==> src/rtl/trig_seq_pkg.sv <==
package trig_seq_pkg;
  localparam int CH_W  = 16;
  localparam int CNT_W = 16;

  localparam logic [1:0] COMB_A   = 2'd0;
  localparam logic [1:0] COMB_AND = 2'd1;
  localparam logic [1:0] COMB_OR  = 2'd2;

  typedef struct packed {
    logic [CH_W-1:0] any;
    logic [CH_W-1:0] val;
    logic [CH_W-1:0] edg;
    logic [CH_W-1:0] care;
  } cmp_cfg_t;

  typedef struct packed {
    cmp_cfg_t         a;
    cmp_cfg_t         b;
    logic [1:0]       comb;
    logic [CNT_W-1:0] need;
  } stage_cfg_t;

  typedef enum logic [1:0] {
    ST_IDLE = 2'd0,
    ST_RUN  = 2'd1,
    ST_DONE = 2'd2
  } seq_state_t;
endpackage

==> src/rtl/trig_seq_cmp.sv <==
module trig_seq_cmp
  import trig_seq_pkg::*;
(
  input  cmp_cfg_t        cfg,
  input  logic [CH_W-1:0] cur,
  input  logic [CH_W-1:0] prev,
  output logic            hit
);
  logic [CH_W-1:0] rise, fall, lvl_ok, edge_ok, bit_ok;

  always_comb begin
    rise    = cur & ~prev;
    fall    = ~cur & prev;
    lvl_ok  = ~(cur ^ cfg.val);
    edge_ok = (cfg.any & (rise | fall)) |
              (~cfg.any & ((cfg.val & rise) | (~cfg.val & fall)));
    bit_ok  = ~cfg.care | (cfg.edg & edge_ok) | (~cfg.edg & lvl_ok);
    hit     = &bit_ok;
  end
endmodule

==> src/rtl/trig_seq_cfg.sv <==
module trig_seq_cfg
  import trig_seq_pkg::*;
#(
  parameter int STAGES = 16,
  parameter int SIDX_W = 4,
  parameter int ADDR_W = SIDX_W + 4,
  parameter int PW_W   = 16
) (
  input  logic              clk,
  input  logic              rst_n,
  input  logic              we,
  input  logic              lock,
  input  logic [ADDR_W-1:0] addr,
  input  logic [31:0]       wdata,
  input  logic [SIDX_W-1:0] rd_stage,
  output stage_cfg_t        rd_cfg,
  output logic [SIDX_W-1:0] last_idx,
  output logic [PW_W-1:0]   stretch
);
  localparam int CTL_HI = CNT_W + 1;

  logic              wr_ok, glob;
  logic [2:0]        rsel;
  logic [SIDX_W-1:0] ssel;
  stage_cfg_t        bank [STAGES];
  logic              unused_bits;

  assign wr_ok = we && !lock;
  assign glob  = addr[ADDR_W-1];
  assign rsel  = addr[2:0];
  assign ssel  = addr[ADDR_W-2:3];
  assign unused_bits = ^{wdata[31:CTL_HI+1]};

  for (genvar gi = 0; gi < STAGES; gi++) begin : g_stage
    stage_cfg_t r_q;
    always_ff @(posedge clk or negedge rst_n) begin
      if (!rst_n) begin
        r_q <= '0;
      end else if (wr_ok && !glob && ssel == SIDX_W'(gi)) begin
        case (rsel)
          3'd0: begin r_q.a.edg <= wdata[2*CH_W-1:CH_W]; r_q.a.care <= wdata[CH_W-1:0]; end
          3'd1: begin r_q.a.any <= wdata[2*CH_W-1:CH_W]; r_q.a.val  <= wdata[CH_W-1:0]; end
          3'd2: begin r_q.b.edg <= wdata[2*CH_W-1:CH_W]; r_q.b.care <= wdata[CH_W-1:0]; end
          3'd3: begin r_q.b.any <= wdata[2*CH_W-1:CH_W]; r_q.b.val  <= wdata[CH_W-1:0]; end
          3'd4: begin r_q.comb  <= wdata[CTL_HI:CNT_W];  r_q.need   <= wdata[CNT_W-1:0]; end
          default: ;
        endcase
      end
    end
    assign bank[gi] = r_q;
  end

  assign rd_cfg = bank[rd_stage];

  always_ff @(posedge clk or negedge rst_n) begin
    if (!rst_n) begin
      last_idx <= '0;
      stretch  <= '0;
    end else if (wr_ok && glob) begin
      if (rsel == 3'd0) last_idx <= wdata[SIDX_W-1:0];
      if (rsel == 3'd1) stretch  <= wdata[PW_W-1:0];
    end
  end

  // a locked write leaves the global settings untouched
  assert_locked_write_R9: assert property (@(posedge clk) disable iff (!rst_n)
    (we && lock) |=> ($stable(last_idx) && $stable(stretch)));
endmodule

==> src/rtl/trig_seq_pulse.sv <==
module trig_seq_pulse #(
  parameter int PW_W = 16
) (
  input  logic            clk,
  input  logic            rst_n,
  input  logic            fire,
  input  logic [PW_W-1:0] width,
  output logic            pulse
);
  logic [PW_W-1:0] cnt_q;

  always_ff @(posedge clk or negedge rst_n) begin
    if (!rst_n)              cnt_q <= '0;
    else if (fire)           cnt_q <= (width == '0) ? PW_W'(1) : width;
    else if (cnt_q != '0)    cnt_q <= cnt_q - PW_W'(1);
  end

  assign pulse = (cnt_q != '0);

  // the pulse is high on the cycle after a fire request
  assert_pulse_starts_R8: assert property (@(posedge clk) disable iff (!rst_n)
    fire |=> pulse);
endmodule

==> src/rtl/trig_seq.sv <==
module trig_seq
  import trig_seq_pkg::*;
#(
  parameter int  STAGES = 16,
  parameter int  PW_W   = 16,
  localparam int SIDX_W = $clog2(STAGES),
  localparam int ADDR_W = SIDX_W + 4
) (
  input  logic              clk,
  input  logic              rst_n,
  input  logic              smp_valid,
  input  logic [CH_W-1:0]   smp_data,
  input  logic              cfg_we,
  input  logic [ADDR_W-1:0] cfg_addr,
  input  logic [31:0]       cfg_wdata,
  input  logic              arm,
  input  logic              stop,
  output logic              trig_strobe,
  output logic              trig_out,
  output logic [SIDX_W-1:0] cur_stage,
  output logic              running,
  output logic              triggered
);
  seq_state_t        st_q;
  logic [SIDX_W-1:0] stg_q;
  logic [CNT_W-1:0]  occ_q;
  logic [CH_W-1:0]   prev_q;
  logic              strobe_q;

  stage_cfg_t        scfg;
  logic [SIDX_W-1:0] last_idx;
  logic [PW_W-1:0]   stretch;
  logic [1:0]        hit;
  logic              cond, step, reach, fire_c;
  logic [CNT_W:0]    need_eff, occ_nxt;

  trig_seq_cfg #(
    .STAGES(STAGES), .SIDX_W(SIDX_W), .ADDR_W(ADDR_W), .PW_W(PW_W)
  ) u_cfg (
    .clk(clk), .rst_n(rst_n), .we(cfg_we), .lock(st_q == ST_RUN),
    .addr(cfg_addr), .wdata(cfg_wdata), .rd_stage(stg_q),
    .rd_cfg(scfg), .last_idx(last_idx), .stretch(stretch)
  );

  for (genvar gc = 0; gc < 2; gc++) begin : g_cmp
    cmp_cfg_t sel;
    assign sel = (gc == 0) ? scfg.a : scfg.b;
    trig_seq_cmp u_cmp (.cfg(sel), .cur(smp_data), .prev(prev_q), .hit(hit[gc]));
  end

  always_comb begin
    case (scfg.comb)
      COMB_AND: cond = hit[0] & hit[1];
      COMB_OR:  cond = hit[0] | hit[1];
      default:  cond = hit[0];
    endcase
    need_eff = (scfg.need == '0) ? (CNT_W+1)'(1) : {1'b0, scfg.need};
    occ_nxt  = {1'b0, occ_q} + (CNT_W+1)'(1);
    reach    = (occ_nxt >= need_eff);
    step     = (st_q == ST_RUN) && smp_valid && cond && !arm && !stop;
    fire_c   = step && reach && (stg_q == last_idx);
  end

  always_ff @(posedge clk or negedge rst_n) begin
    if (!rst_n) begin
      st_q     <= ST_IDLE;
      stg_q    <= '0;
      occ_q    <= '0;
      prev_q   <= '0;
      strobe_q <= 1'b0;
    end else begin
      strobe_q <= fire_c;
      if (smp_valid) prev_q <= smp_data;
      if (arm) begin
        st_q  <= ST_RUN;
        stg_q <= '0;
        occ_q <= '0;
      end else if (stop) begin
        st_q  <= ST_IDLE;
        stg_q <= '0;
        occ_q <= '0;
      end else if (step) begin
        if (reach) begin
          occ_q <= '0;
          if (stg_q == last_idx) st_q  <= ST_DONE;
          else                   stg_q <= stg_q + SIDX_W'(1);
        end else begin
          occ_q <= occ_nxt[CNT_W-1:0];
        end
      end
    end
  end

  trig_seq_pulse #(.PW_W(PW_W)) u_pulse (
    .clk(clk), .rst_n(rst_n), .fire(fire_c), .width(stretch), .pulse(trig_out)
  );

  assign trig_strobe = strobe_q;
  assign cur_stage   = stg_q;
  assign running     = (st_q == ST_RUN);
  assign triggered   = (st_q == ST_DONE);

  assert_strobe_single_R7: assert property (@(posedge clk) disable iff (!rst_n)
    trig_strobe |=> !trig_strobe);
  assert_strobe_done_R7: assert property (@(posedge clk) disable iff (!rst_n)
    trig_strobe |-> (triggered && trig_out));
  assert_stage_bound_R6: assert property (@(posedge clk) disable iff (!rst_n)
    running |-> (cur_stage <= last_idx));
  assert_single_step_R5: assert property (@(posedge clk) disable iff (!rst_n)
    (running && !arm && !stop) |=>
      (!running || cur_stage == $past(cur_stage) || cur_stage == $past(cur_stage) + SIDX_W'(1)));
  assert_arm_restart_R10: assert property (@(posedge clk) disable iff (!rst_n)
    arm |=> (running && cur_stage == '0));
endmodule

==> config.mk <==
export PLATFORM = sky130hd
export DESIGN_NAME = trig_seq
export DESIGN_NICKNAME = d
export VERILOG_FILES = /design/src/rtl/trig_seq_pkg.sv /design/src/rtl/trig_seq_cmp.sv /design/src/rtl/trig_seq_cfg.sv /design/src/rtl/trig_seq_pulse.sv /design/src/rtl/trig_seq.sv
export SDC_FILE = /design/constraint.sdc
export NUM_CORES = 2
export LEC_CHECK = 0
export CELL_PAD_IN_SITES_DETAIL_PLACEMENT = 2
export CELL_PAD_IN_SITES_GLOBAL_PLACEMENT = 2
export CORE_MARGIN = 2
export CORE_UTILIZATION = 48
export DETAILED_ROUTE_END_ITERATION = 6
export DONT_BUFFER_PORTS = 1
export GPL_TIMING_DRIVEN = 0
export PLACE_DENSITY_LB_ADDON = 0.2
export SLEW_MARGIN = 30
export SYNTH_ARGS = -nofsm -noshare
export SYNTH_HDL_FRONTEND = slang
export SYNTH_SLANG_ARGS = --single-unit
==> constraint.sdc <==
create_clock -name clk -period 9.5 [get_ports clk]
set_input_delay 2.375 -clock clk [delete_from_list [all_inputs] [get_ports clk]]
set_output_delay 2.375 -clock clk [all_outputs]
set_load 0.005 [all_outputs]
==> impl_metrics.env <==
export IMPL_place_inst=10400
export IMPL_start_util_pct=48.2
export IMPL_fin_tns_setup_ns=-6.85
export IMPL_clk_pin_slew_ns=0.06
export IMPL_final_cells=11000
export IMPL_firstDrtPassIters=6
export IMPL_pwr_share_clk_pct=48.3
export IMPL_combPwrFrac_pct=6.5
export IMPL_violations="negative setup slack"
export IMPL_synth_top_area_cell="dfrtp_1"
export IMPL_portBuffers=0
export IMPL_required_ns=10.32
export IMPL_synthTopCellsByCount="dfrtp_1 (2411), mux2_2 (2380), mux4_2 (583)"
export IMPL_synthesis_area_um2=112000
export IMPL_ys_seq_area_share_pct=54.0
export IMPL_postCtsResizedCells=27
export IMPL_synth_edf_count=0
export IMPL_fmax_mhz=101
export IMPL_powerDensity_nw_per_um2=186
export IMPL_syn_inst=7262
export IMPL_setup_viol=30
export IMPL_insertion_delay_ns=1.01
export IMPL_die_h_um=487
export IMPL_min_period_over_period_pct=104
export IMPL_grtUsageTotal_pct=49.6
export IMPL_yosysMostFrequentCell="dfrtp_1"
export IMPL_p_leak_uw=0.0613
export IMPL_cp_max_fo=10
export IMPL_final_antenna_net_count=0
export IMPL_ctsLongestPathBuffers=4
export IMPL_setup_ws_ns=-0.370
export IMPL_synth_distinct_cells=84
export IMPL_cts_htree_levels=5
export IMPL_hpwlAfterDp_um=392000
export IMPL_pin_count=70
export IMPL_clock_skew_ns=0.0739
export IMPL_seq_power_share_pct=45.1
export IMPL_grt_start_max_net_pins=211
export IMPL_cts_setup_buffers=0
export IMPL_crit_type="reg -> reg"
export IMPL_worstPathCellList="buf_4 -> buf_4 -> buf_2 -> buf_2 -> buf_4 -> buf_2 -> buf_2 -> mux4_2 -> mux4_2 -> o31ai_1 -> o22ai_1 -> a311oi_1 -> o311ai_1 -> nor3_1 -> o21ai_2 -> a21oi_4 -> buf_12 -> mux2_4"
export IMPL_status="complete, but fails checks"
export IMPL_cts_sinks=2411
export IMPL_slew_limit_headroom_pct=18.9
export IMPL_holdCritPathClass="reg -> reg"
export IMPL_drtIter0Drc=10900
export IMPL_synth_top_cell_area_share_pct=54.0
export IMPL_synthArstFlopShare_pct=100
export IMPL_root_buffer="clkbuf_16"
export IMPL_slew_violations=0
export IMPL_hold_buffers=0
export IMPL_drc=0
export IMPL_finalHoldViolCount=0
export IMPL_avgViaCountPerCell=7.30
export IMPL_p_switching_uw=6020
export IMPL_routabilityCongestion=1.01
export IMPL_grt_pass1_wl_um=781000
export IMPL_die_w_um=487
export IMPL_drt_total_wl_um=587000
export IMPL_ys_seq_elements=2411
export IMPL_critical_path_max_stage_delay_ns=0.88
export IMPL_grt_pass1_vias=84900
export IMPL_critPathArrivalTime_ns=10.69
export IMPL_start_kind="flop"
export IMPL_num_nets_final=7763
export IMPL_yosysWarnings=0
export IMPL_avgRoutedWirePerCell_um=53.6
export IMPL_cts_inserted_buffers=288
export IMPL_p_int_uw=17800
export IMPL_layout_drive_gt1_share_pct=51.2
export IMPL_fin_crit_ns=9.87
export IMPL_rsz0062_at_grt="no"
export IMPL_row_count=177
export IMPL_synth_avg_cell_area_um2=15.4
export IMPL_die_area_um2=237000
export IMPL_end_kind="flop"
export IMPL_area_delta_synth_final_pct=14.6
export IMPL_tritoncts="yes"
export IMPL_ir_worst_vdd_mv=0.146
export IMPL_cap_viol_max_count=0
export IMPL_coreArea_um2=232000
export IMPL_synthTopCellsByArea="dfrtp_1 (54%), mux2_2 (24%), mux4_2 (12%)"
export IMPL_vias=80000
export IMPL_yosys_most_used_dff="dfrtp_1"
export IMPL_switching_share_pct=25.3
export IMPL_worst_pin_slew_ns=1.20
export IMPL_power_uw=23800
export IMPL_syn_nets=7377
export IMPL_slowest_stage="buf_2"
export IMPL_antenna_found_initial=137
export IMPL_path_common_cell="buf_2"
export IMPL_grt_remaining_overflow=0
[final cells by class]
class,instances,area (um^2)
fill,20100,104000
sequential,2411,60300
multi-input combinational,4079,48100
clock buffer,416,8480
tap,3043,3810
buffer,677,3640
timing repair buffer,101,2270
clock inverter,70,911
inverter,90,338
antenna,70,175
[power by group through the flow]
| stage | Clock (uW) | Combinational [uW] | Sequential, uW |
|---|---|---|---|
| global route | 11800 | 1600 | 10700 |
| finish | 11500 | 1560 | 10700 |
| floorplan | 0 | 692 | 10800 |
| detailed placement | 0 | 1460 | 10900 |
| CTS | 11400 | 1500 | 10700 |
| global placement | 0 | 1150 | 10900 |
[routing by layer]
metal,GRT usage (%),share of wire (%)
met1,59.4,35
met2,68.5,42
met3,22.7,13
met4,39.9,9.2
met5,1.06,0.14
[registers in the layout (all words and copies together), names as in the netlist]
name            cells
prev_q             16
occ_q              16
u_cfg.last_idx      4
u_pulse.cnt_q      16
st_q                2
u_cfg.bank       2336
cur_stage           4
trig_strobe         1
u_cfg.stretch      16
[cells by family (layout without fill, tap and decap cells)]
group	count (synthesis)	in the layout	synth area share, %
other cells	0	70	0
mux	3133	3133	37.6
buf+inv	772	1354	3.14
xor+xnor	38	38	0.298
flops	2411	2411	54.0
compound gates	371	371	2.37
simple gates	484	484	2.03
fa+ha+maj	53	53	0.593
[worst paths after layout]
kind,cells past startpoint,end,start,slack [ns]
hold / removal,1,u_cfg.bank[495]$_DFFE_PN0P_,u_cfg.bank[495]$_DFFE_PN0P_,0.50
setup reg to reg,18,u_pulse.cnt_q[14]$_DFFE_PN0P_,cur_stage[1]$_DFFE_PN0P_,-0.37
min in group asynchronous,0,u_cfg.bank[1982]$_DFFE_PN0P_,rst_n,1.09
hold reg to reg,1,u_cfg.bank[495]$_DFFE_PN0P_,u_cfg.bank[495]$_DFFE_PN0P_,0.50
max in group asynchronous,5,u_cfg.bank[176]$_DFFE_PN0P_,rst_n,4.90
setup / recovery,18,u_pulse.cnt_q[14]$_DFFE_PN0P_,cur_stage[1]$_DFFE_PN0P_,-0.37
[layout by cell type, fill, tap and decap left out, types with 16 or more instances in the layout]
cell type     n
bufinv_16    21
clkbuf_2    223
xnor2_1      30
mux2_2     2380
ha_1         53
mux2i_1     137
dfrtp_1    2409
o21a_1       17
clkinv_2     41
clkbuf_16   296
diode_2      70
or2_2        19
nor3_1       22
o21ai_0      57
a211oi_1     16
buf_6        22
nor2_1       75
and3_1       22
nand2_1     194
buf_4        47
nor2_2       21
o22ai_1      39
mux4_2      583
mux4_1       21
nand3_1      28
a21oi_1      38
buf_16       56
buf_2       133
buf_1        57
inv_1        86
a22oi_1      57
clkbuf_1    238
o221ai_1     25
clkbuf_8     63
buf_12       43
and2_1       20
[through the flow]
step / instance area (um^2) / setup WS (ns) / util (%) / hold WS (ns)
2_1_floorplan: 112000 / 2.45 / - / 0.469
3_3_place_gp: 116000 / -3.53 / 49.8 / 0.479
3_5_place_dp: 118000 / -2.21 / 51.0 / 0.488
4_1_cts: 128000 / 0.0311 / 55.0 / 0.500
5_1_grt: 128000 / 0.000755 / 55.1 / 0.512
6_report: 128000 / -0.370 / 55.2 / 0.501
[critical path, delay by kind of cell, from the launching register on]
kind | cells | cell delay (ns)
flops | 1 | 0.64
buf+inv | 8 | 4.27
compound gates | 6 | 2.38
simple gates | 1 | 0.82
mux | 3 | 1.45
Note: power is estimated with default switching activity, not from simulation.
